[src/rtl/frc_pkg.sv]
package frc_pkg;

    localparam int ADDR_W = 3;
    localparam int NFLAG  = 2;

    localparam logic [ADDR_W-1:0] ADR_CSR    = 3'd0;
    localparam logic [ADDR_W-1:0] ADR_CNT_HI = 3'd1;
    localparam logic [ADDR_W-1:0] ADR_CNT_LO = 3'd2;
    localparam logic [ADDR_W-1:0] ADR_CMP_HI = 3'd3;
    localparam logic [ADDR_W-1:0] ADR_CMP_LO = 3'd4;

    // flag indices; enable bit = EN_BIT0+idx, flag bit = FLAG_BIT0+idx
    localparam int FLG_OVF   = 0;
    localparam int FLG_CMP   = 1;
    localparam int EN_BIT0   = 0;
    localparam int FLAG_BIT0 = 6;

    typedef enum logic [1:0] {
        FLG_IDLE  = 2'd0,
        FLG_PEND  = 2'd1,
        FLG_ARMED = 2'd2
    } flag_st_e;

endpackage

[src/rtl/frc_counter.sv]
module frc_counter #(
    parameter int DATA_W = 8,
    parameter logic [2*DATA_W-1:0] PRESET = 16'hFFF8
) (
    input  logic                  clk,
    input  logic                  rst,
    input  logic                  tick,
    input  logic                  wr_hi,
    input  logic                  wr_lo,
    input  logic [DATA_W-1:0]     wdata,
    output logic [2*DATA_W-1:0]   cnt,
    output logic                  wrap_evt
);
    localparam int CNT_W = 2 * DATA_W;

    logic [DATA_W-1:0] hold_q;

    always_ff @(posedge clk) begin
        if (rst) begin
            cnt    <= '0;
            hold_q <= '0;
        end else if (wr_hi) begin
            hold_q <= wdata;
            cnt    <= PRESET;
        end else if (wr_lo) begin
            cnt    <= {hold_q, wdata};
        end else if (tick) begin
            cnt    <= cnt + {{(CNT_W-1){1'b0}}, 1'b1};
        end
    end

    assign wrap_evt = tick && !wr_hi && !wr_lo && (cnt == {CNT_W{1'b1}});

    p_preset_r3: assert property (@(posedge clk) disable iff (rst)
        wr_hi |=> (cnt == PRESET));
    p_load_r4: assert property (@(posedge clk) disable iff (rst)
        (wr_lo && !wr_hi) |=> (cnt[DATA_W-1:0] == $past(wdata)));
    p_step_r2: assert property (@(posedge clk) disable iff (rst)
        (tick && !wr_hi && !wr_lo) |=> (cnt == $past(cnt) + 1'b1));
    p_hold_r2: assert property (@(posedge clk) disable iff (rst)
        (!tick && !wr_hi && !wr_lo) |=> $stable(cnt));

endmodule

[src/rtl/frc_compare.sv]
module frc_compare #(
    parameter int DATA_W = 8
) (
    input  logic                  clk,
    input  logic                  rst,
    input  logic                  tick,
    input  logic                  wr_hi,
    input  logic                  wr_lo,
    input  logic [DATA_W-1:0]     wdata,
    input  logic [2*DATA_W-1:0]   cnt,
    output logic [2*DATA_W-1:0]   cmp,
    output logic                  match_evt
);
    localparam int CNT_W = 2 * DATA_W;

    always_ff @(posedge clk) begin
        if (rst) begin
            cmp <= {CNT_W{1'b1}};
        end else begin
            if (wr_hi) cmp[CNT_W-1:DATA_W] <= wdata;
            if (wr_lo) cmp[DATA_W-1:0]     <= wdata;
        end
    end

    assign match_evt = tick && (cnt == cmp);

    p_cmp_keep_r5: assert property (@(posedge clk) disable iff (rst)
        (!wr_hi && !wr_lo) |=> $stable(cmp));
    p_cmp_hi_r5: assert property (@(posedge clk) disable iff (rst)
        (wr_hi && !wr_lo) |=> (cmp[CNT_W-1:DATA_W] == $past(wdata)) &&
                              (cmp[DATA_W-1:0] == $past(cmp[DATA_W-1:0])));

endmodule

[src/rtl/frc_flag.sv]
module frc_flag
    import frc_pkg::*;
(
    input  logic clk,
    input  logic rst,
    input  logic evt,
    input  logic csr_wr,
    input  logic keep,
    input  logic stat_rd,
    input  logic data_acc,
    output logic flag
);
    flag_st_e st_q, st_d;

    always_ff @(posedge clk) begin
        if (rst) st_q <= FLG_IDLE;
        else     st_q <= st_d;
    end

    always_comb begin
        st_d = st_q;
        unique case (st_q)
            FLG_IDLE: begin
                if (evt) st_d = FLG_PEND;
            end
            FLG_PEND: begin
                if (evt)                  st_d = FLG_PEND;
                else if (csr_wr && !keep) st_d = FLG_IDLE;
                else if (stat_rd)         st_d = FLG_ARMED;
            end
            FLG_ARMED: begin
                if (evt)                  st_d = FLG_PEND;
                else if (csr_wr && !keep) st_d = FLG_IDLE;
                else if (data_acc)        st_d = FLG_IDLE;
            end
            default: st_d = FLG_IDLE;
        endcase
    end

    always_comb begin
        flag = (st_q != FLG_IDLE);
    end

    p_evt_wins_r11: assert property (@(posedge clk) disable iff (rst)
        evt |=> flag);
    p_mask_r8: assert property (@(posedge clk) disable iff (rst)
        (csr_wr && !keep && !evt) |=> !flag);
    p_no_early_clear_r10: assert property (@(posedge clk) disable iff (rst)
        (st_q == FLG_PEND && !(csr_wr && !keep)) |=> flag);
    p_release_r10: assert property (@(posedge clk) disable iff (rst)
        (st_q == FLG_ARMED && data_acc && !evt) |=> !flag);

endmodule

[src/rtl/frc_timer.sv]
module frc_timer
    import frc_pkg::*;
#(
    parameter int DATA_W = 8,
    parameter logic [2*DATA_W-1:0] PRESET = 16'hFFF8
) (
    input  logic              clk,
    input  logic              rst,
    input  logic              tick,
    input  logic              bus_sel,
    input  logic              bus_wr,
    input  logic [2:0]        bus_addr,
    input  logic [7:0]        bus_wdata,
    output logic [7:0]        bus_rdata,
    output logic              irq
);
    localparam int CNT_W = 2 * DATA_W;

    logic              wr_en, rd_en;
    logic              csr_wr, csr_rd;
    logic [CNT_W-1:0]  cnt, cmp;
    logic              wrap_evt, match_evt;
    logic [NFLAG-1:0]  en_q, flag_v, evt_v, acc_v;
    logic [7:0]        csr_val;

    assign wr_en  = bus_sel && bus_wr;
    assign rd_en  = bus_sel && !bus_wr;
    assign csr_wr = wr_en && (bus_addr == ADR_CSR);
    assign csr_rd = rd_en && (bus_addr == ADR_CSR);

    frc_counter #(.DATA_W(DATA_W), .PRESET(PRESET)) u_cnt (
        .clk      (clk),
        .rst      (rst),
        .tick     (tick),
        .wr_hi    (wr_en && (bus_addr == ADR_CNT_HI)),
        .wr_lo    (wr_en && (bus_addr == ADR_CNT_LO)),
        .wdata    (bus_wdata),
        .cnt      (cnt),
        .wrap_evt (wrap_evt)
    );

    frc_compare #(.DATA_W(DATA_W)) u_cmp (
        .clk       (clk),
        .rst       (rst),
        .tick      (tick),
        .wr_hi     (wr_en && (bus_addr == ADR_CMP_HI)),
        .wr_lo     (wr_en && (bus_addr == ADR_CMP_LO)),
        .wdata     (bus_wdata),
        .cnt       (cnt),
        .cmp       (cmp),
        .match_evt (match_evt)
    );

    always_comb begin
        evt_v          = '0;
        acc_v          = '0;
        evt_v[FLG_OVF] = wrap_evt;
        evt_v[FLG_CMP] = match_evt;
        acc_v[FLG_OVF] = bus_sel && (bus_addr == ADR_CNT_HI);
        acc_v[FLG_CMP] = bus_sel && ((bus_addr == ADR_CMP_HI) || (bus_addr == ADR_CMP_LO));
    end

    for (genvar gi = 0; gi < NFLAG; gi++) begin : g_flag
        frc_flag u_flag (
            .clk      (clk),
            .rst      (rst),
            .evt      (evt_v[gi]),
            .csr_wr   (csr_wr),
            .keep     (bus_wdata[FLAG_BIT0+gi]),
            .stat_rd  (csr_rd),
            .data_acc (acc_v[gi]),
            .flag     (flag_v[gi])
        );
    end

    always_ff @(posedge clk) begin
        if (rst)         en_q <= '0;
        else if (csr_wr) en_q <= bus_wdata[EN_BIT0 +: NFLAG];
    end

    always_comb begin
        csr_val = '0;
        for (int i = 0; i < NFLAG; i++) begin
            csr_val[FLAG_BIT0+i] = flag_v[i];
            csr_val[EN_BIT0+i]   = en_q[i];
        end
    end

    always_comb begin
        unique case (bus_addr)
            ADR_CSR:    bus_rdata = csr_val;
            ADR_CNT_HI: bus_rdata = cnt[CNT_W-1:DATA_W];
            ADR_CNT_LO: bus_rdata = cnt[DATA_W-1:0];
            ADR_CMP_HI: bus_rdata = cmp[CNT_W-1:DATA_W];
            ADR_CMP_LO: bus_rdata = cmp[DATA_W-1:0];
            default:    bus_rdata = 8'h00;
        endcase
    end

    assign irq = |(flag_v & en_q);

    p_irq_src_r9: assert property (@(posedge clk) disable iff (rst)
        irq |-> (|flag_v));
    p_irq_off_r9: assert property (@(posedge clk) disable iff (rst)
        (csr_wr && (bus_wdata[EN_BIT0 +: NFLAG] == '0)) |=> !irq);
    p_ovf_set_r6: assert property (@(posedge clk) disable iff (rst)
        wrap_evt |=> (flag_v[FLG_OVF] && cnt == '0));

endmodule

[config.mk]
export PLATFORM = sky130hd
export DESIGN_NAME = frc_timer
export DESIGN_NICKNAME = d
export VERILOG_FILES = /design/src/rtl/frc_pkg.sv /design/src/rtl/frc_counter.sv /design/src/rtl/frc_compare.sv /design/src/rtl/frc_flag.sv /design/src/rtl/frc_timer.sv
export SDC_FILE = /design/constraint.sdc
export NUM_CORES = 1
export LEC_CHECK = 0
export ABC_AREA = 0
export BUFFER_PORTS_ARGS = -buffer_cell sky130_fd_sc_hd__clkbuf_2
export CAP_MARGIN = 30
export CORE_MARGIN = 3
export CORE_UTILIZATION = 35
export CTS_CLUSTER_SIZE = 25
export DETAILED_ROUTE_END_ITERATION = 8
export PLACE_DENSITY = 0.51
export REMOVE_ABC_BUFFERS = 1
export SLEW_MARGIN = 10
export SYNTH_ARGS = -nofsm -noshare
export SYNTH_HDL_FRONTEND = slang
export SYNTH_SLANG_ARGS = --single-unit
[constraint.sdc]
create_clock -name clk -period 2.1 [get_ports clk]
set_clock_uncertainty 0.2 [all_clocks]
set_input_delay 0.105 -clock clk [delete_from_list [all_inputs] [get_ports clk]]
set_output_delay 0.105 -clock clk [all_outputs]
set_load 0.01 [all_outputs]
Word-level counts from Yosys, hierarchy flattened
Cells that the tools add are included.

word-level totals
  output and inout bits = 9
  word-level logic and storage cells = 78
  register bits after elaboration = 46

operators by class
  bitwise operators = 1
  add/subtract/negate cells = 1
  equality and inequality tests = 16
  reduce and logical (&&, ||, !) cells = 33
  mux-type cells = 19

operators by type and width
  operator                                             number
  two-way mux 16 bit                                   3
  case mux 8 bit (5 select lines)                      1
  two-way mux 2 bit                                    13
  adder 16 x 1 -> 16 bit, second input constant        1
  equality test 16 bit                                 1
  equality test 16 bit, second input constant          1
  logical AND 1 bit                                    16
  case mux 2 bit (3 select lines)                      2
  != test 4 x 1 -> 1 bit, second input constant        2
  != test 4 x 2 -> 1 bit, second input constant        2
  equality test 3 x 2 -> 1 bit, second input constant  2
  AND reduction 3 bit                                  2
  nonzero test 2 bit                                   3
  logical NOT 1 bit                                    5
  equality test 2 x 1 -> 1 bit, second input constant  2
  equality test 2 bit, second input constant           2
  logical NOT 2 bit                                    2
  != test 2 x 1 -> 1 bit, second input constant        2
  OR reduction 2 bit                                   2
  equality test 3 x 1 -> 1 bit, second input constant  1
  equality test 3 bit, second input constant           1
  logical NOT 3 bit                                    1
  nonzero test 3 bit                                   1
  AND 2 bit                                            1
  logical OR 1 bit                                     1

Depth between registers and ports, before layout
  depth in word-level cells = 8
  gate-level depth with buffers = 7

Modules after synthesis
Synthesis repeated with hierarchy kept, for this count alone.

second synthesis, totals
  cell total of the unflattened synthesis = 343
  area, all modules = 2904.0 µm²

modules (own cells, without submodules)
  module       cells each  instances  area each (µm²)
  frc_counter  176         1          1381.3
  frc_compare  74          1          759.5
  frc_timer    71          1          548.0
  frc_flag     11          2          107.6

Worst setup path after synthesis
OpenSTA, ideal clock, no wires.

  kind = flip-flop to flip-flop
  start = reg u_cnt.cnt[0]
  end = reg g_flag[0].u_flag.st_q[0]
  library setup time = 0.086 ns
  slack = 0.283 ns
  stages on the path, launching flop included = 7
  data arrival time = 1.531 ns
  period minus slack after synthesis = 1.817 ns
  cell sequence = dfxtp_1 -> ha_1 -> and3_1 -> and4_4 -> and3_2 -> nand4_1 -> a221oi_2

on the way
  word-level cells in the longest chain between the ends = 4
  elaborated cells between the ends (all ways) = 9
  those cells by class = eq/ne: 4; mux: 3; reduce/logical: 2

ends and longest elaborated chain
  element                                                                           line               source
  start: declaration                                                                frc_counter.sv:11  output logic [2*DATA_W-1:0] cnt,
  start signal: assignment                                                          frc_counter.sv:26  cnt <= {hold_q, wdata};
  start signal: assignment                                                          frc_counter.sv:28  cnt <= cnt + {{(CNT_W-1){1'b0}}, 1'b1};
  equality test 16 bit *                                                            frc_counter.sv:32  assign wrap_evt = tick && !wr_hi && !wr_lo && (cnt == {CNT_W{1'b1}});
  logical AND 1 bit *                                                               frc_counter.sv:32
  != test 4 x 1 -> 1 bit (no line), or another cell as far along                    n/a
  AND reduction 3 bit (no line) or case mux 2 bit (3 select lines) (tied branches)  n/a
  end signal: assignment                                                            frc_flag.sv:17     else st_q <= st_d;
  end: declaration                                                                  frc_flag.sv:13     flag_st_e st_q, st_d;

Mark *: on every way between the ends. The rest lies on a longest branch, timed or not.
A chain may end at the register's enable or synchronous reset.

Final worst setup path
Ends and elaborated chain as after synthesis.

==> results.json <==
{
  "status": "finished, final reports clean",
  "grt_max_degree": 28,
  "finalNetCount": 372,
  "cts_max_level": 2,
  "grt_overflow": 0,
  "critPathCaptureType": "flop",
  "r2r_cells": 6,
  "initial_core_util": 0.3634,
  "fmax_mhz": 521.6,
  "post_layout_nonfiller_instances": 455,
  "post_synth_num_cell_types": 51,
  "grt_pass1_vias": 2333,
  "critical_path_depth": 6,
  "cts_resized": 0,
  "slowest_delay_ps": 360,
  "min_period_ps": 1917,
  "holdCritPathClass": "input pin to flop",
  "min_path_cells": 4,
  "synth_enable_flop_cells": 0,
  "vias_per_cell": 5.277,
  "pin_count": 25,
  "drc_errors": 0,
  "wirelength_um": 7813,
  "timing.rr.end": "g_flag[0].u_flag.st_q[0]",
  "cts_root_buf": "clkbuf_8",
  "path_cells": "ha_1, and3_1, and4_4, and3_2, nand4_1, a221oi_2",
  "synthCells": 319,
  "synth-seq-cells": 46,
  "antenna_found_initial": 0,
  "clock-sinks": 46,
  "syn_area_um2": 2650,
  "hold_violations": 0,
  "drt_iter0_drc": 164,
  "holdBufCountCts": 8,
  "place_congestion": 0.8304,
  "antenna_cells": 0,
  "switching_share": 0.2847,
  "coreArea_um2": 7292,
  "power_frac_comb": 0.172,
  "finalPower_mw": 1.826,
  "maxCapViolCount": 0,
  "grt.total_usage": 0.1912,
  "power_density_nw_per_um2": 589.5,
  "dieHeight_um": 93.02,
  "path_class": "flop to flop",
  "drtPass1Iterations": 4,
  "nFillCells": 778,
  "cp.arrival_ps": 1930,
  "layout_setup_ws_ps": 182.9,
  "drive_gt1_frac": 0.1798,
  "yosysWarnings": 0,
  "hpwlAfterDp_um": 5705,
  "regArea_um2": 920.9,
  "vdd_drop_max_mv": 0.2305,
  "tightest_slew_ps": 669.0,
  "cts_buffers": 5,
  "crit_start": "u_cnt.cnt[0]",
  "crit_family": "simple AND/OR/NAND/NOR gates",
  "setup-tns-final_ps": 0,
  "dp.cells": 439,
  "pre_cts_slack_ps": 201.1,
  "timing.slew.headroom": 0.5540,
  "slew_violations": 0,
  "synth_ff_type": "dfxtp_1",
  "cts_tree": "yes",
  "hold_slack_ps": 109.0,
  "synthArstFlopShare": 0,
  "crit_slowest_cell": "dfxtp_1",
  "path_max_fanout": 4,
  "dieWidth_um": 93.02,
  "row_count": 31,
  "leakage_nw": 1.229,
  "ys_seq_area_frac": 0.3475,
  "cp.required_ps": 2120,
  "period_share": 0.9129,
  "synthToLayoutAreaGrowth_pct": 16.90,
  "routedWlPerCell_um": 17.17,
  "seq_power_share": 0.511,
  "multi_input_area_um2": 1589,
  "clk_path_buf_depth": 2,
  "power.share.clock": 0.317,
  "synth_area_per_cell_um2": 8.307,
  "power.internal_mw": 1.306,
  "clk_pin_slew_ps": 90,
  "vias": 2401,
  "grt_pass1_wl_um": 12760,
  "regToRegStartpoint": "u_cnt.cnt[0]",
  "startpoint_type": "flop",
  "dieArea_um2": 8652,
  "critPathCapture": "g_flag[0].u_flag.st_q[0]",
  "rsz0062_at_grt": "false",
  "path_buf_inv": 0,
  "clkLatencyLatePin_ps": 300,
  "detail-route-antenna-nets": 0,
  "power.net_switching_mw": 0.5200,
  "io_buffers": 24,
  "finalSetupViolations": 0,
  "reg2reg_slack_ps": 180,
  "post_cts_buffers": 0
}
-- cell type report --
type | instances | share of cell area
multi-input combinational | 242 | 0.5129
inverter | 10 | 0.01212
timing repair buffer | 50 | 0.1082
tap | 99 | 0.03998
clock inverter | 1 | 0.001616
sequential | 46 | 0.2973
clock buffer | 7 | 0.02787
-- kinds of logic after synthesis --
family,count (synthesis),synth area share
and+or+nand+nor,128,0.2474
DFF,46,0.3475
adders and majority gates,1,0.004721
xor gates and xnor gates,32,0.1058
muxes,12,0.04533
buffers and inverters,31,0.05288
AOI/OAI and AO/OA,69,0.1964
-- metal layers --
metal	vias up	GRT usage	part of all wire
li1	1207	-	-
met1	1134	0.2670	0.50
met2	53	0.3047	0.44
met3	7	0.03379	0.052
met4	0	0.04884	0.0084
met5	-	0	0
-- worst reg2reg max path, cell delays in order, from the launching register on --
cell and delay, ps:
dfxtp_1 360, ha_1 200, and3_1 230, and4_4 270
and3_2 200, nand4_1 150, a221oi_2 230
-- cells in the final DEF, fill, tap and decap left out, drive strengths merged, types with 9 or more instances in the layout --
cell type,Yosys,layout
a211oi,11,11
a21oi,15,15
buf,13,18
clkbuf,8,31
dfxtp,46,46
inv,10,10
mux2i,12,12
nand2,40,40
nand3,9,9
nand3b,9,9
nor2,29,29
xnor2,17,17
xor2,15,15
-- synthesized netlist by cell type, drive strengths merged (6+ instances only) --
cell type	instances	area, um^2
a211o	8	70.07
a211oi	11	87.58
a21oi	15	75.07
a22oi	6	45.04
buf	13	71.32
clkbuf	8	31.28
dfxtp	46	920.9
inv	10	37.54
mux2i	12	120.1
nand2	40	152.6
nand3	9	45.04
nand3b	9	71.32
nand4	8	50.05
nor2	29	108.9
nor2b	6	37.54
nor3	6	35.03
o22ai	8	50.05
xnor2	17	148.9
xor2	15	131.4
-- power by group through the flow --
stage | Combinational (mW) | Sequential, mW | Clock [mW]
3_5_place_dp | 0.300 | 0.954 | 0
5_1_grt | 0.345 | 0.939 | 0.637
3_3_place_gp | 0.300 | 0.953 | 0
4_1_cts | 0.314 | 0.934 | 0.603
2_1_floorplan | 0.152 | 0.951 | 0
6_report | 0.314 | 0.934 | 0.578
-- flip-flops by register name, indices dropped and copies added (netlist names) --
register and flops:
g_flag.u_flag.st_q 4, en_q 2, u_cnt.cnt 16, u_cmp.cmp 16
u_cnt.hold_q 8
-- worst min path at each step --
stage | startpoint | endpoint | slack, ps
floorplan | rst | g_flag[0].u_flag.st_q[0] | -30
global placement | bus_wdata[2] | u_cmp.cmp[2] | 200
detailed placement | bus_wdata[2] | u_cmp.cmp[2] | 210
CTS | bus_sel | g_flag[1].u_flag.st_q[1] | 90
global route | bus_sel | g_flag[1].u_flag.st_q[1] | 150
finish | bus_sel | g_flag[1].u_flag.st_q[1] | 110
-- metrics by stage --
| stage | util | instance area [um^2] |
|---|---|---|
| detailed placement | 0.4013 | 2927 |
| global route | 0.4248 | 3098 |
| global placement | 0.4013 | 2927 |
| floorplan | - | 2547 |
| CTS | 0.4248 | 3098 |
| finish | 0.4248 | 3098 |
No activity file was read; power rests on OpenSTA's default activity.
